===== src/rtl/xfer_pkg.sv =====
package xfer_pkg;

  typedef enum logic [2:0] {
    ST_IDLE,
    ST_SETTLE,
    ST_REQ,
    ST_WAIT_LOW,
    ST_PREP
  } hs_state_e;

  typedef struct packed {
    logic msg;
    logic cd;
    logic io;
  } phase_lines_t;

  // msg without cd is not a defined phase
  function automatic logic phase_legal(input logic [2:0] code);
    return !(code[2] && !code[1]);
  endfunction

endpackage


===== src/rtl/xfer_phase_decode.sv =====
module xfer_phase_decode
  import xfer_pkg::*;
(
  input  logic [2:0]   phase_i,
  output logic         legal_o,
  output phase_lines_t lines_o,
  output logic         dir_in_o
);
  always_comb begin
    legal_o     = phase_legal(phase_i);
    lines_o.msg = phase_i[2];
    lines_o.cd  = phase_i[1];
    lines_o.io  = phase_i[0];
    dir_in_o    = phase_i[0];
  end
endmodule


===== src/rtl/xfer_settle_timer.sv =====
module xfer_settle_timer #(
  parameter int unsigned W = 8
) (
  input  logic         clk_i,
  input  logic         rst_ni,
  input  logic         load_i,
  input  logic [W-1:0] val_i,
  input  logic         run_i,
  output logic         zero_o
);
  logic [W-1:0] tmr_q;

  always_ff @(posedge clk_i or negedge rst_ni) begin
    if (!rst_ni)                     tmr_q <= '0;
    else if (load_i)                 tmr_q <= val_i;
    else if (run_i && tmr_q != '0)   tmr_q <= tmr_q - 1'b1;
  end

  assign zero_o = (tmr_q == '0);
endmodule


===== src/rtl/xfer_byte_counter.sv =====
module xfer_byte_counter #(
  parameter int unsigned W = 8
) (
  input  logic         clk_i,
  input  logic         rst_ni,
  input  logic         load_i,
  input  logic [W-1:0] val_i,
  input  logic         dec_i,
  output logic         empty_o
);
  logic [W-1:0] cnt_q;

  always_ff @(posedge clk_i or negedge rst_ni) begin
    if (!rst_ni)                    cnt_q <= '0;
    else if (load_i)                cnt_q <= val_i;
    else if (dec_i && cnt_q != '0)  cnt_q <= cnt_q - 1'b1;
  end

  assign empty_o = (cnt_q == '0);
endmodule


===== src/rtl/xfer_phase_seq.sv =====
module xfer_phase_seq
  import xfer_pkg::*;
#(
  parameter int unsigned DATA_W = 8,
  parameter int unsigned CNT_W  = 8,
  parameter int unsigned SET_W  = 8
) (
  input  logic              clk_i,
  input  logic              rst_ni,
  input  logic              start_i,
  input  logic [2:0]        phase_i,
  input  logic [CNT_W-1:0]  count_i,
  input  logic [SET_W-1:0]  settle_i,
  input  logic [DATA_W-1:0] tx_data_i,
  output logic              tx_pop_o,
  input  logic              ack_i,
  input  logic [DATA_W-1:0] data_i,
  output logic              req_o,
  output logic              msg_o,
  output logic              cd_o,
  output logic              io_o,
  output logic [DATA_W-1:0] data_o,
  output logic              data_oe_o,
  output logic [DATA_W-1:0] rx_data_o,
  output logic              rx_valid_o,
  output logic              busy_o,
  output logic              done_o
);

  hs_state_e    state_q;
  phase_lines_t lines_q, dec_lines;
  logic         dec_legal, dec_dir_in;
  logic [DATA_W-1:0] tx_q, rx_q;
  logic         tx_pop_q, rx_valid_q, done_q;
  logic         tmr_zero, cnt_empty;
  logic         accept, cnt_dec;

  xfer_phase_decode u_dec (
    .phase_i  (phase_i),
    .legal_o  (dec_legal),
    .lines_o  (dec_lines),
    .dir_in_o (dec_dir_in)
  );

  assign accept  = (state_q == ST_IDLE) && start_i && dec_legal;
  assign cnt_dec = (state_q == ST_REQ) && ack_i;

  xfer_settle_timer #(.W(SET_W)) u_tmr (
    .clk_i  (clk_i),
    .rst_ni (rst_ni),
    .load_i (accept),
    .val_i  (settle_i),
    .run_i  (state_q == ST_SETTLE),
    .zero_o (tmr_zero)
  );

  xfer_byte_counter #(.W(CNT_W)) u_cnt (
    .clk_i   (clk_i),
    .rst_ni  (rst_ni),
    .load_i  (accept),
    .val_i   (count_i),
    .dec_i   (cnt_dec),
    .empty_o (cnt_empty)
  );

  always_ff @(posedge clk_i or negedge rst_ni) begin
    if (!rst_ni) begin
      state_q    <= ST_IDLE;
      lines_q    <= '0;
      tx_q       <= '0;
      rx_q       <= '0;
      tx_pop_q   <= 1'b0;
      rx_valid_q <= 1'b0;
      done_q     <= 1'b0;
    end else begin
      tx_pop_q   <= 1'b0;
      rx_valid_q <= 1'b0;
      done_q     <= 1'b0;
      unique case (state_q)
        ST_IDLE: begin
          if (accept) begin
            lines_q <= dec_lines;
            state_q <= ST_SETTLE;
            if (dec_dir_in && count_i != '0) begin
              tx_q     <= tx_data_i;
              tx_pop_q <= 1'b1;
            end
          end
        end
        ST_SETTLE: begin
          if (tmr_zero) begin
            if (cnt_empty) begin
              state_q <= ST_IDLE;
              lines_q <= '0;
              done_q  <= 1'b1;
            end else if (!ack_i) begin
              state_q <= ST_REQ;
            end
          end
        end
        ST_REQ: begin
          if (ack_i) begin
            if (!lines_q.io) begin
              rx_q       <= data_i;
              rx_valid_q <= 1'b1;
            end
            state_q <= ST_WAIT_LOW;
          end
        end
        ST_WAIT_LOW: begin
          if (!ack_i) begin
            if (cnt_empty) begin
              state_q <= ST_IDLE;
              lines_q <= '0;
              done_q  <= 1'b1;
            end else begin
              if (lines_q.io) begin
                tx_q     <= tx_data_i;
                tx_pop_q <= 1'b1;
              end
              state_q <= ST_PREP;
            end
          end
        end
        ST_PREP: begin
          // data settles on the bus one cycle ahead of REQ
          if (!ack_i) state_q <= ST_REQ;
        end
        default: state_q <= ST_IDLE;
      endcase
    end
  end

  assign busy_o     = (state_q != ST_IDLE);
  assign req_o      = (state_q == ST_REQ);
  assign msg_o      = lines_q.msg;
  assign cd_o       = lines_q.cd;
  assign io_o       = lines_q.io;
  assign data_o     = tx_q;
  assign data_oe_o  = busy_o && lines_q.io;
  assign rx_data_o  = rx_q;
  assign rx_valid_o = rx_valid_q;
  assign tx_pop_o   = tx_pop_q;
  assign done_o     = done_q;

endmodule


===== config.mk =====
export PLATFORM = sky130hd
export DESIGN_NAME = xfer_phase_seq
export DESIGN_NICKNAME = d
export VERILOG_FILES = /design/src/rtl/xfer_pkg.sv /design/src/rtl/xfer_phase_decode.sv /design/src/rtl/xfer_settle_timer.sv /design/src/rtl/xfer_byte_counter.sv /design/src/rtl/xfer_phase_seq.sv
export SDC_FILE = /design/constraint.sdc
export NUM_CORES = 1
export LEC_CHECK = 0
export CAP_MARGIN = 0
export CORE_ASPECT_RATIO = 0.9
export CORE_MARGIN = 10
export CORE_UTILIZATION = 30
export DETAILED_ROUTE_END_ITERATION = 7
export DONT_BUFFER_PORTS = 1
export PLACE_DENSITY_LB_ADDON = 0.15
export RECOVER_POWER = 25
export SYNTH_ARGS = -nofsm -noshare
export SYNTH_HDL_FRONTEND = slang
export SYNTH_SLANG_ARGS = --single-unit

===== constraint.sdc =====
create_clock -name clk_i -period 4.6 [get_ports clk_i]
set_input_delay 0.46 -clock clk_i [delete_from_list [all_inputs] [get_ports clk_i]]
set_output_delay 0.46 -clock clk_i [all_outputs]
set_load 0.005 [all_outputs]

After elaboration in Yosys (flattened, before gate mapping)

Cells that the tools add are included.

Output and inout port bits: 25
Bits of input ports: 39
Word-level logic and storage cells: 86
Register bits after elaboration: 41

Reduce and logical (&&, ||, !) cells: 25
Bitwise operators: 1
Muxes and demuxes: 36
Equality and inequality tests: 11
Add/sub/neg operators: 2

Operators by type and width:

| kind                                                  | count |
|---|---|
| 2-to-1 mux 8 bit                                      | 9 |
| 2-to-1 mux 3 bit                                      | 11 |
| nonzero test 8 bit                                    | 3 |
| logical NOT 8 bit                                     | 2 |
| case mux 8 bit (2 select lines)                       | 1 |
| subtractor 8 x 1 -> 8 bit, second input constant      | 2 |
| case mux 3 bit (5 select lines)                       | 1 |
| inequality test 2 bit, second input constant          | 6 |
| 2-to-1 mux 1 bit                                      | 11 |
| case mux 3 bit (3 select lines)                       | 1 |
| logical AND 1 bit                                     | 8 |
| AND reduction 4 bit                                   | 2 |
| == test 3 x 2 -> 1 bit, second input constant         | 2 |
| AND reduction 6 bit                                   | 1 |
| nonzero test 2 bit                                    | 3 |
| nonzero test 3 bit                                    | 2 |
| case mux 1 bit (2 select lines)                       | 2 |
| == test 3 x 1 -> 1 bit, second input constant         | 1 |
| == test 3 bit, second input constant                  | 1 |
| logical NOT 3 bit                                     | 1 |
| AND reduction 3 bit                                   | 1 |
| logical NOT 1 bit                                     | 2 |
| inequality test 2 x 1 -> 1 bit, second input constant | 1 |
| inverter 1 bit                                        | 1 |

Depth between registers and ports, before layout

Depth in word-level cells: 6
Gate-level depth with buffers: 7
Mapped depth without buffers: 7

Hierarchy

From an unflattened synthesis, not the netlist that was laid out.

Cells, all modules: 211
Area, all modules: 2202.1 um^2

Modules (own cells, without submodules):

| module            | seq. area each (um^2) | times used | area an instance (um^2) | cells an instance |
|---|---|---|---|---|
| xfer_phase_seq    | 625.6                 | 1          | 1109.8                  | 90 |
| xfer_byte_counter | 200.2                 | 1          | 528.0                   | 58 |
| xfer_settle_timer | 200.2                 | 1          | 528.0                   | 58 |
| xfer_phase_decode | 0.0                   | 1          | 36.3                    | 5 |

Worst setup path after synthesis

OpenSTA, ideal clock, no wires.

Path kind: reg-to-reg
Start: reg u_cnt.cnt_q[0]
End: reg tx_q[0] (netlist: data_o[0])
Required time: 4.475 ns
Slack: 2.887 ns
Library setup time: 0.125 ns
Path buffers: 1
Arrival time: 1.588 ns
Stages on the path, launching flop included: 8
Period minus slack after synthesis: 1.713 ns
Cells stage by stage: dfrtp_1 -> inv_1 -> ha_1 -> nor3b_2 -> nand2_2 -> a22o_1 -> buf_6 -> mux2_4

Cells in the longest elaborated chain, start to end: 3

RTL lines:

| item                            | line                    | text |
|---|---|---|
| start: declaration              | xfer_byte_counter.sv:11 | `logic [W-1:0] cnt_q;` |
| start signal: assignment        | xfer_byte_counter.sv:15 | `else if (load_i) cnt_q <= val_i;` |
| start signal: assignment        | xfer_byte_counter.sv:16 | `else if (dec_i && cnt_q != '0) cnt_q <= cnt_q - 1'b1;` |
| logical NOT 8 bit               | xfer_byte_counter.sv:19 | `assign empty_o = (cnt_q == '0);` |
| inequality test 2 bit (no line) | -                       |  |
| AND reduction 6 bit (no line)   | -                       |  |
| end signal: assignment          | xfer_phase_seq.sv:85    | `tx_q <= tx_data_i;` |
| end signal: assignment          | xfer_phase_seq.sv:118   | `tx_q <= tx_data_i;` |
| end: declaration                | xfer_phase_seq.sv:33    | `logic [DATA_W-1:0] tx_q, rx_q;` |

Every way passes these cells.
A chain may end at the register's enable or synchronous reset.

Worst setup path in the final report

Start: reg state_q[1]
End: reg tx_q[0] (netlist: data_o[0])

Cells in the longest elaborated chain, start to end: 5
Elaborated cells between the ends (all ways): 12
Classes of those cells: eq/ne: 6; mux: 1; reduce/logical: 5

RTL lines:

| item                            | line                                       | text |
|---|---|---|
| start: declaration              | xfer_phase_seq.sv:30                       | `hs_state_e state_q;` |
| start signal: assignment        | xfer_phase_seq.sv:68                       | `state_q <= ST_IDLE;` |
| start signal: assignment        | xfer_phase_seq.sv:83                       | `state_q <= ST_SETTLE;` |
| start signal: assignment        | xfer_phase_seq.sv:93                       | `state_q <= ST_IDLE;` |
| logical NOT 3 bit               | xfer_phase_seq.sv:45, xfer_phase_seq.sv:79 |  |
| logical AND 1 bit (2 in a row)  | xfer_phase_seq.sv:45                       | `assign accept = (state_q == ST_IDLE) && start_i && dec_legal;` |
| inequality test 2 bit (no line) | -                                          |  |
| AND reduction 6 bit (no line)   | -                                          |  |

Several ways; a longest one is shown, not always the timed one.

==> results.yml <==
status:
  status: "finished with violations"
  violations: "capacitance limit, slew limit"
clock_tree:
  clock-root-buffer: "clkbuf_8"
  cts_resized: 0
  insertion_delay_ns: 0.29
  htreeDepth: 2
  cts_max_path_buffers: 2
  numCtsBuffers: 5
  cts_tree: "done"
  cts_sinks: 41
  clk_pin_slew_worst_paths_ns: 0.08
finish:
  area.growth.synth_to_final_pct: 10.1
  finish.instance_area_sq_um: 2270
  n_fill_cell: 664
  ff_latch_area_sq_um: 1030
  multiInputGateArea_sq_um: 986
  drive_gt1_share_pct: 16.9
  n_antenna_cell: 0
  finalNetCount: 237
global_route:
  antenna_found_initial: 0
  grt_pass1_wl_um: 8260
  grt_pass1_vias: 1530
  grt_usage_pct: 9.92
  grt_max_degree: 42
  grt_remaining_overflow: 0
setup_path:
  rr_worst_depth: 5
  reg2reg_to: "data_o[0]"
  crit_path_max_incr_delay_ns: 0.54
  crit_path_cell_trace: "nor3_2 > nand3_2 > a21oi_1 > a22o_1 > mux2_4"
  end_kind: "flop"
  slowest_stage: "dfrtp_1"
  crit_arrival_ns: 2.56
  cp.required_ns: 4.78
  r2r_start: "state_q[1]"
  worstSetupPathType: "flop to flop"
  crit_path_start_kind: "flop"
  critPathMaxFanout: 15
  r2r_slack_ns: 2.23
worst_hold_path:
  min-delay-start: "count_i[3]"
  whs_endpoint: "u_cnt.cnt_q[3]"
  hold_depth: 2
  hold_class: "input port to flop"
logic_synthesis:
  synth_edf_count: 0
  netlist_instances: 191
  ys_seq_area_share_pct: 49.7
  synthXorXnorAreaFrac_pct: 4.24
  synth_cell_types: 46
  synth_area_leader_cell: "dfrtp_1"
  async_flop_share_pct: 100
  yosysTopAreaCellShare_pct: 49.7
  synth_area_leaders: "dfrtp_1, mux2_4, mux2_2, nand2_1, xor2_1"
  syn_area_per_cell_sq_um: 10.8
  ys_ff_latch: 41
  synth-compound-area-share_pct: 11.4
  yosys.area_share.simple_pct: 19.4
  muxShareOfSynthArea_pct: 10.2
  syn_nets: 234
  synth-main-ff-cell: "dfrtp_1"
  netlist_area_sq_um: 2070
  synth_adder_area_share_pct: 2.42
  synth_top_family_by_area: "simple AND/OR/NAND/NOR gates"
  ys_warn_count: 0
detailed_routing:
  routed_wl_um: 5260
  routed-via-count: 1437
  wl_met2_um: 2370
  wl_met3_um: 643
  firstDrtPassIters: 4
  drc: 0
  drtIter0Drc: 78
  wl_per_cell_um: 18.5
  viasPerCell: 5.04
  ant_nets: 0
  highest_layer: "met4"
  m1WireLength_um: 2180
sta:
  fin_crit_sh_pct: 51.6
  rsz0062_at_grt: "false"
  finalCriticalPeriod_ns: 2.37
  clock_skew_ns: 0.00494
  finalSetupViolCount: 0
  slew_headroom_pct: -52.2
  slew_violations: 42
  hold_viol: 0
  fmaxAchievable_ghz: 0.421
  tns_ns: 0
  setup_slack_ns: 2.23
  tightest_slew_ns: 2.28
die:
  fp-row-count: 28
  die_x_um: 107
  die-area_sq_um: 10600
  start_util_pct: 31.2
  core_area_sq_um: 6620
  die_height_um: 98.7
  io_pins: 64
pwr:
  p_leak_nw: 0.927
  peakVddDrop_v: 0.000208
  power_density_nw_per_um2: 681
placed_design:
  dp_hpwl_um: 3930
  gp_congestion: 0.820
  pre_cts_slack_ns: 2.20
  port_buffers: 0
  dpl_cell_area_sq_um: 2150
run:
  cap_violations: 1
kinds of logic after synthesis:
family,after synthesis
AO/OA/AOI/OAI,35
flip-flops,41
multiplexers,16
buffers and inverters,12
AND/OR/NAND/NOR,73
adder cells (fa/ha/maj),4
XOR/XNOR,10
critical path: cells and delay by family (launching register included):
family           cells  cell delay (ns)
multiplexers         1             0.35
flip-flops           1             0.54
AND/OR/NAND/NOR      2             0.65
AO/OA/AOI/OAI        2             0.72
cell usage in the layout, fill, tap and decap left out, types with 2 or more instances in the layout:
cell / count
nor3_1: 4
o211ai_1: 2
a21oi_1: 9
nand2_1: 20
o311ai_0: 2
inv_1: 7
and3_1: 2
a221o_1: 2
nand2b_1: 2
mux2_2: 8
nor3_2: 2
xnor2_1: 2
o21ai_0: 8
nor4_1: 2
mux2_4: 8
nor2_1: 18
nor2b_1: 3
ha_1: 4
a22o_1: 4
and2_1: 2
nand3_1: 6
xor2_1: 8
clkbuf_8: 6
dfrtp_1: 41
sequential cells by signal, summed over array words and instances (netlist names):
name         flops
cd_o             1
data_o           8
done_o           1
io_o             1
msg_o            1
rx_data_o        8
rx_valid_o       1
state_q          3
tx_pop_o         1
u_cnt.cnt_q      8
u_tmr.tmr_q      8
metal layers:
metal | global-route usage [%] | vias to the layer above
met5 | 0 | -
met4 | 3.18 | 0
met3 | 5.47 | 7
met2 | 15.2 | 65
met1 | 11.6 | 690
li1 | - | 675
area by class of cell:
cell class / instances / share of cell area (%)
flip-flops and latches: 41 / 45.1
multi-input cells: 138 / 43.3
well taps: 90 / 4.95
clock buffers: 6 / 3.63
clock inverters: 2 / 1.65
inverters: 7 / 1.16
repair buffers: 1 / 0.165
cells in the mapped netlist (2+ instances only):
cell type and count:
xor2_1 8, mux2_2 8, clkbuf_1 3, nand2_1 20
a21oi_1 9, and2_1 2, and3_1 2, a221o_1 2
ha_1 4, o311ai_0 2, nor2b_1 3, nor4_1 2
dfrtp_1 41, o211ai_1 2, nand2b_1 2, o21ai_0 8
nand3_1 6, inv_1 7, a22o_1 4, nor3_2 2
nor3_1 4, xnor2_1 2, mux2_4 8, nor2_1 18
timing repair:
action                    CTS  global route
hold endpoints to repair   41             0
hold buffers                1             0
buffers inserted            0             0
how the worst max path moves through the flow:
stage	depth (start not counted)	endpoint	start
floorplan	7	data_o[0]	u_cnt.cnt_q[0]
CTS	5	data_o[0]	state_q[1]
global route	1	u_tmr.tmr_q[4]	rst_ni
finish	5	data_o[0]	state_q[1]
global placement	5	data_o[2]	state_q[1]
detailed placement	5	data_o[0]	state_q[1]
power breakdown:
part | internal, mW | switching (mW)
Sequential | 0.529 | 0.183
Clock | 0.177 | 0.131
Combinational | 0.269 | 0.261
Total | 0.974 | 0.576
stage by stage:
step	power, mW	hold slack [ns]	util [%]	cells
after global placement	1.22	0.166	32.5	276
after floorplan	1.11	0.164	-	191
after detailed placement	1.24	0.166	32.5	276
after CTS	1.57	0.00555	34.6	285
final	1.55	0.278	34.4	285
after global routing	1.68	0.281	34.4	285
No activity file was read; power rests on OpenSTA's default activity.
